**src/rtl/phase_pwm_pkg.sv**
```systemverilog
package phase_pwm_pkg;
  // default data width of the accumulator and period register
  localparam int unsigned DEF_WIDTH = 32;
  // default number of flops in the reset release chain
  localparam int unsigned DEF_SYNC  = 2;
endpackage

```
**src/rtl/phase_pwm_rst_sync.sv**
```systemverilog
module phase_pwm_rst_sync #(
  parameter int unsigned STAGES = 2
) (
  input  logic clk,
  input  logic arst_n,
  output logic srst_n
);
  logic [STAGES-1:0] chain_q;
  logic [STAGES-1:0] chain_d;

  generate
    if (STAGES == 1) begin : g_single
      always_comb chain_d = 1'b1;
    end else begin : g_multi
      always_comb chain_d = {chain_q[STAGES-2:0], 1'b1};
    end
  endgenerate

  always_ff @(posedge clk or negedge arst_n) begin
    if (!arst_n) chain_q <= '0;
    else         chain_q <= chain_d;
  end

  assign srst_n = chain_q[STAGES-1];

  AST_SYNC_HELD: assert property (@(posedge clk) !arst_n |-> !srst_n);
endmodule

```
**src/rtl/phase_pwm_cfg.sv**
```systemverilog
module phase_pwm_cfg #(
  parameter int unsigned W = 32
) (
  input  logic [W-1:0] width_in,
  input  logic [W-1:0] period_in,
  output logic [W-1:0] width_eff,
  output logic [W-1:0] period_eff
);
  localparam logic [W-1:0] MAXP = {1'b0, {(W-1){1'b1}}};
  localparam logic [W-1:0] ONE  = {{(W-1){1'b0}}, 1'b1};

  // period saturation keeps the loaded negative width representable
  always_comb begin
    if (period_in[W-1])      period_eff = MAXP;
    else if (period_in == '0) period_eff = ONE;
    else                      period_eff = period_in;
  end

  // width clamp keeps the accumulator from crossing zero twice
  always_comb begin
    if (width_in > period_eff) width_eff = period_eff;
    else                       width_eff = width_in;
  end
endmodule

```
**src/rtl/phase_pwm_timer.sv**
```systemverilog
module phase_pwm_timer #(
  parameter int unsigned W = 32
) (
  input  logic         clk,
  input  logic         srst_n,
  input  logic [W-1:0] period_eff,
  output logic         reload
);
  localparam logic [W-1:0] ONE  = {{(W-1){1'b0}}, 1'b1};
  localparam logic [W-1:0] MAXP = {1'b0, {(W-1){1'b1}}};

  logic [W-1:0] left_q;
  logic [W-1:0] left_d;
  logic         left_en;

  assign reload  = (left_q == '0);
  assign left_en = 1'b1;

  always_comb begin
    if (reload) left_d = period_eff - ONE;
    else        left_d = left_q - ONE;
  end

  always_ff @(posedge clk or negedge srst_n) begin
    if (!srst_n)      left_q <= '0;
    else if (left_en) left_q <= left_d;
  end

  AST_LEFT_BELOW_PERIOD: assert property (@(posedge clk) disable iff (!srst_n)
    reload |=> (left_q < $past(period_eff)));
  AST_LEFT_IN_RANGE: assert property (@(posedge clk) disable iff (!srst_n)
    left_q < MAXP);
endmodule

```
**src/rtl/phase_pwm_acc.sv**
```systemverilog
module phase_pwm_acc #(
  parameter int unsigned W = 32
) (
  input  logic         clk,
  input  logic         srst_n,
  input  logic         reload,
  input  logic [W-1:0] width_eff,
  output logic         sign_out
);
  localparam logic [W-1:0] ONE = {{(W-1){1'b0}}, 1'b1};

  logic [W-1:0] acc_q;
  logic [W-1:0] acc_d;
  logic         acc_en;

  assign acc_en = 1'b1;

  always_comb begin
    if (reload) acc_d = ~width_eff + ONE;
    else        acc_d = acc_q + ONE;
  end

  always_ff @(posedge clk or negedge srst_n) begin
    if (!srst_n)     acc_q <= '0;
    else if (acc_en) acc_q <= acc_d;
  end

  assign sign_out = acc_q[W-1];

  AST_NO_REENTRY: assert property (@(posedge clk) disable iff (!srst_n)
    (!acc_q[W-1] && !reload) |=> !acc_q[W-1]);
  AST_RISE_AT_LOAD: assert property (@(posedge clk) disable iff (!srst_n)
    $rose(acc_q[W-1]) |-> $past(reload));
  AST_ZERO_LOW: assert property (@(posedge clk) disable iff (!srst_n)
    (reload && width_eff == '0) |=> !acc_q[W-1]);
endmodule

```
**src/rtl/phase_pwm.sv**
```systemverilog
module phase_pwm
  import phase_pwm_pkg::*;
#(
  parameter int unsigned W     = DEF_WIDTH,
  parameter int unsigned STAGES = DEF_SYNC
) (
  input  logic         clk,
  input  logic         rst_n,
  input  logic [W-1:0] pulse_width,
  input  logic [W-1:0] period_len,
  output logic         pwm_out
);
  logic         srst_n;
  logic         reload;
  logic [W-1:0] width_eff;
  logic [W-1:0] period_eff;

  phase_pwm_rst_sync #(.STAGES(STAGES)) u_sync (
    .clk    (clk),
    .arst_n (rst_n),
    .srst_n (srst_n)
  );

  phase_pwm_cfg #(.W(W)) u_cfg (
    .width_in   (pulse_width),
    .period_in  (period_len),
    .width_eff  (width_eff),
    .period_eff (period_eff)
  );

  phase_pwm_timer #(.W(W)) u_timer (
    .clk        (clk),
    .srst_n     (srst_n),
    .period_eff (period_eff),
    .reload     (reload)
  );

  phase_pwm_acc #(.W(W)) u_acc (
    .clk       (clk),
    .srst_n    (srst_n),
    .reload    (reload),
    .width_eff (width_eff),
    .sign_out  (pwm_out)
  );

  AST_RESET_LOW: assert property (@(posedge clk) !srst_n |-> !pwm_out);
  AST_FULL_HIGH: assert property (@(posedge clk) disable iff (!srst_n)
    (reload && width_eff == period_eff && width_eff != '0) |=> pwm_out);
endmodule

```
**config.mk**
```make
export PLATFORM = sky130hd
export DESIGN_NAME = phase_pwm
export DESIGN_NICKNAME = d
export VERILOG_FILES = /design/src/rtl/phase_pwm_pkg.sv /design/src/rtl/phase_pwm_rst_sync.sv /design/src/rtl/phase_pwm_cfg.sv /design/src/rtl/phase_pwm_timer.sv /design/src/rtl/phase_pwm_acc.sv /design/src/rtl/phase_pwm.sv
export SDC_FILE = /design/constraint.sdc
export NUM_CORES = 1
export LEC_CHECK = 0
export BUFFER_PORTS_ARGS = -buffer_cell sky130_fd_sc_hd__buf_2
export CAP_MARGIN = 0
export CORE_UTILIZATION = 54
export CTS_CLUSTER_DIAMETER = 150
export DETAILED_ROUTE_END_ITERATION = 12
export PLACE_DENSITY_LB_ADDON = 0.12
export REMOVE_ABC_BUFFERS = 1
export SLEW_MARGIN = 25
export SYNTH_ARGS = -nofsm -noshare
export SYNTH_HDL_FRONTEND = slang
export SYNTH_SLANG_ARGS = --single-unit
export TNS_END_PERCENT = 20
```
**constraint.sdc**
```tcl
create_clock -name clk -period 2 [get_ports clk]
set_input_delay 0.2 -clock clk [delete_from_list [all_inputs] [get_ports clk]]
set_output_delay 0.2 -clock clk [all_outputs]
set_load 0.01 [all_outputs]
```
==> run_results.csv <==
group,metric,value,unit
routing,dr_wl_met2,9.997,mm
sta,fin_crit_sh,1.951,
sta,fin_crit,3.902,ns
synthesis,synth_top_area_frac,0.2966,
run,drv_cap,0,
clock_tree,numCtsBuffers,9,
synthesis,yosysWarnings,0,
clock_tree,path_clk_slew,0.08,ns
finish,syn_to_final_growth,51.51,%
routing,wirelength,21.75,mm
placed_design,portBuffers,66,
setup_path,cp_slowest_cell,"or4_4",
routing,drt_iter0_markers,753,
grt,grt_max_degree,46,
synthesis,async_flop_share,1.000,
finish,diodes,0,
floorplanning,rows,36,
synthesis,synth_seq_cells,66,
floorplanning,core,9864,um2
sta,fin_worst_skew,0.02099,ns
setup_path,critPathLaunchType,"input port",
setup_path,crit_cells,18,
placed_design,placed_cell_area,7627,um2
clock_tree,cts_root_buf,"clkbuf_8",
setup_path,end_kind,"flop",
floorplanning,die_x,103.5,um
routing,dr.pass1.iters,5,
clock_tree,clk_path_buf_depth,2,
routing,routed-wl-met3,1.987,mm
setup_path,crit_top_cell,"nor2_1",
finish,nets,1051,
synthesis,ys_seq_area_frac,0.2966,
hold_path,hold_class,"in -> async",
synthesis,synth_edf_count,0,
pwr,irDropWorstVdd,0.0006998,V
grt,grt_pass1_wl,32.98,mm
setup_path,critPathKind,"in -> reg",
synthesis,synthDistinctLibCells,82,
floorplanning,fp.dieH,103.5,um
floorplanning,pin_count,67,
synthesis,post-synth-top-count-cell,"nor2_1",
synthesis,syn_inst,657,
setup_path,rr_endpoint,"u_acc.acc_q[29]$_DFF_PN0_",
routing,post_drt_wl_per_cell,19.96,um
pwr,power_density,605.6,nW/um2
sta,slew_viol_final,0,
floorplanning,die_area,10720,um2
grt,grt_overflow,0,
clock_tree,h-tree-depth,3,
clock_tree,cts_sinks,66,
grt,first_global_vias,6701,
clock_tree,tritoncts,"done",
finish,stdcell_area,8436,um2
routing,dr.max_layer_used,"met4",
setup_path,worstPathRequired,2.30,ns
sta,relSlewSlack,0.6227,
grt,grt_use_total,0.3895,
synthesis,yosys.area.top_type,"dfrtp_1",
synthesis,avgSynthCellArea,8.475,um2
sta,layout_setup_ws,-1.902,ns
setup_path,rrSetupSlack,-1.63,ns
run_status,status,"finished, violations left",
placed_design,hpwlAfterDp,15.61,mm
run_status,violations,"setup timing",
setup_path,reg2reg_depth,13,
routing,viasPerCell,6.319,
placed_design,place_ws,-2.507,ns
sta,fmax,256.3,MHz
setup_path,r2r-start,"u_timer.left_q[9]$_DFF_PN0_",
setup_path,slowest_delay,0.47,ns
routing,drt_drc_violations_left,0,
sta,hold_viol_final,0,
sta,tightest_slew,0.5616,ns
setup_path,path_delay_family,"simple AND/OR/NAND/NOR gates",
synthesis,syn_area,5568,um2
placed_design,place_congestion,0.9692,
clock_tree,insertion_delay,0.39,ns
routing,antenna_left,0,
sta,setup-violations-final,63,
synthesis,ys.flop_type,"dfrtp_1",
pwr,leakage,3.852,nW
routing,wl_met1,8.675,mm
synthesis,synth.area.top_cells,"dfrtp_1 30%, ha_1 7.4%, nor2_1 5.9%",
setup_path,critPathBufInv,4,
setup_path,arrival,4.20,ns
setup_path,crit_chain,"buf_6, buf_4, nor2_1, ha_1, nand4_1, nor2_1, a21o_1, o31ai_2, nand2_2, a311o_1, inv_1, ha_2, nor4b_4, o2111ai_2, or4_4, buf_12, nor4_4, xnor2_1",
grt,antenna_found_initial,0,
finish,drive_gt1_frac,0.4357,
floorplanning,initial_utilization,0.5644,
routing,vias,6888,
synthesis,synth_common_cells,"87 x nor2_1, 66 x dfrtp_1, 53 x a21oi_1",
sta,grt_setup_unrepaired,"yes",
setup_path,cp_max_fo,21,
-- power breakdown --
part / internal, mW / switching [mW]
Clock: 0.771 / 0.579
Sequential: 1.53 / 0.154
Combinational: 1.07 / 1.01
Total: 3.37 / 1.74
-- worst register-to-register path, delay by kind of cell (launching register included) --
kind | cells | cell delay (ns)
compound gates | 1 | 0.22
flops | 1 | 0.39
simple gates | 7 | 2.11
buf+inv | 4 | 0.64
xor+xnor | 1 | 0.18
-- layout by cell type (no fill, tap or decap), drive strengths merged, types with 5 or more instances in the layout --
cell type  Yosys  final
nand3         12     12
o22ai          8      8
nor4          32     32
xnor2         29     29
o21ai         23     23
ha            33     33
inv           17     17
buf           27    317
a211o          6      6
dfrtp         66     66
a311o          6      6
o2111ai        5      5
nand2         43     43
a211oi         8      8
o31ai         10     10
nor2          89     89
or3            7      7
clkbuf         7     12
xor2          20     20
o31a           5      5
nand4         20     20
a21oi         53     53
a21o           8      8
nor3b          5      5
or2           15     15
nor3          30     30
-- cells by family after synthesis --
group	Yosys count	share of synthesized area
compound gates	175	0.2211
xor+xnor	49	0.07708
fa+ha+maj	33	0.07416
buf+inv	51	0.04719
flops	66	0.2966
mux	2	0.003596
other cells	1	0.0006735
simple gates	280	0.2795
-- final cells by class --
| class | instances | area, um2 |
|---|---|---|
| Multi-Input combinational cell | 540 | 3998 |
| Timing Repair Buffer | 318 | 2326 |
| Sequential cell | 66 | 1653 |
| Fill cell | 534 | 1429 |
| Tap cell | 133 | 166.4 |
| Clock buffer | 12 | 155.1 |
| Clock inverter | 4 | 73.82 |
| Inverter | 17 | 63.81 |
-- worst max-delay path by stage --
stage,startpoint,endpoint,slack (ns)
after CTS,period_len[11],u_acc.acc_q[28]$_DFF_PN0_,-1.73
after global placement,period_len[15],u_acc.acc_q[30]$_DFF_PN0_,-2.25
after global routing,period_len[31],u_acc.acc_q[26]$_DFF_PN0_,-2.01
after floorplan,u_timer.left_q[9]$_DFF_PN0_,u_acc.acc_q[30]$_DFF_PN0_,-2.99
after detailed placement,period_len[15],u_acc.acc_q[30]$_DFF_PN0_,-2.51
final,period_len[31],u_acc.acc_q[26]$_DFF_PN0_,-1.90
-- stage by stage --
stage	power (mW)	utilization	hold WS [ns]	setup TNS, ns	cells
after floorplan	2.512	-	-0.09559	-136.19	623
after global placement	3.336	0.7732	-0.01620	-86.04	1054
after detailed placement	3.419	0.7732	-0.01104	-93.36	1054
after CTS	4.899	0.8304	0.1178	-68.24	1081
after global routing	5.296	0.8552	0.1249	-79.03	1090
final	5.108	0.8552	0.1327	-72.33	1090
-- registers in the layout, summed over array words and instances, names as in the netlist --
| signal | count |
|---|---|
| u_acc.acc_q | 32 |
| u_sync.chain_q | 2 |
| u_timer.left_q | 32 |
-- per-layer routing --
metal,GRT usage,up-vias
li1,-,3076
met1,0.4984,3241
met2,0.6170,456
met3,0.08685,115
met4,0.1998,0
met5,0,-
-- repair_timing --
item,in CTS,in global routing
endpoints found under the setup margin,63,63
gates resized for setup,50,34
buffers inserted,11,9
cloned,0,0
hold buffers,1,0
hold endpoints to repair,2,0
pin swaps,27,21
Power figures use the tool's default switching activity.
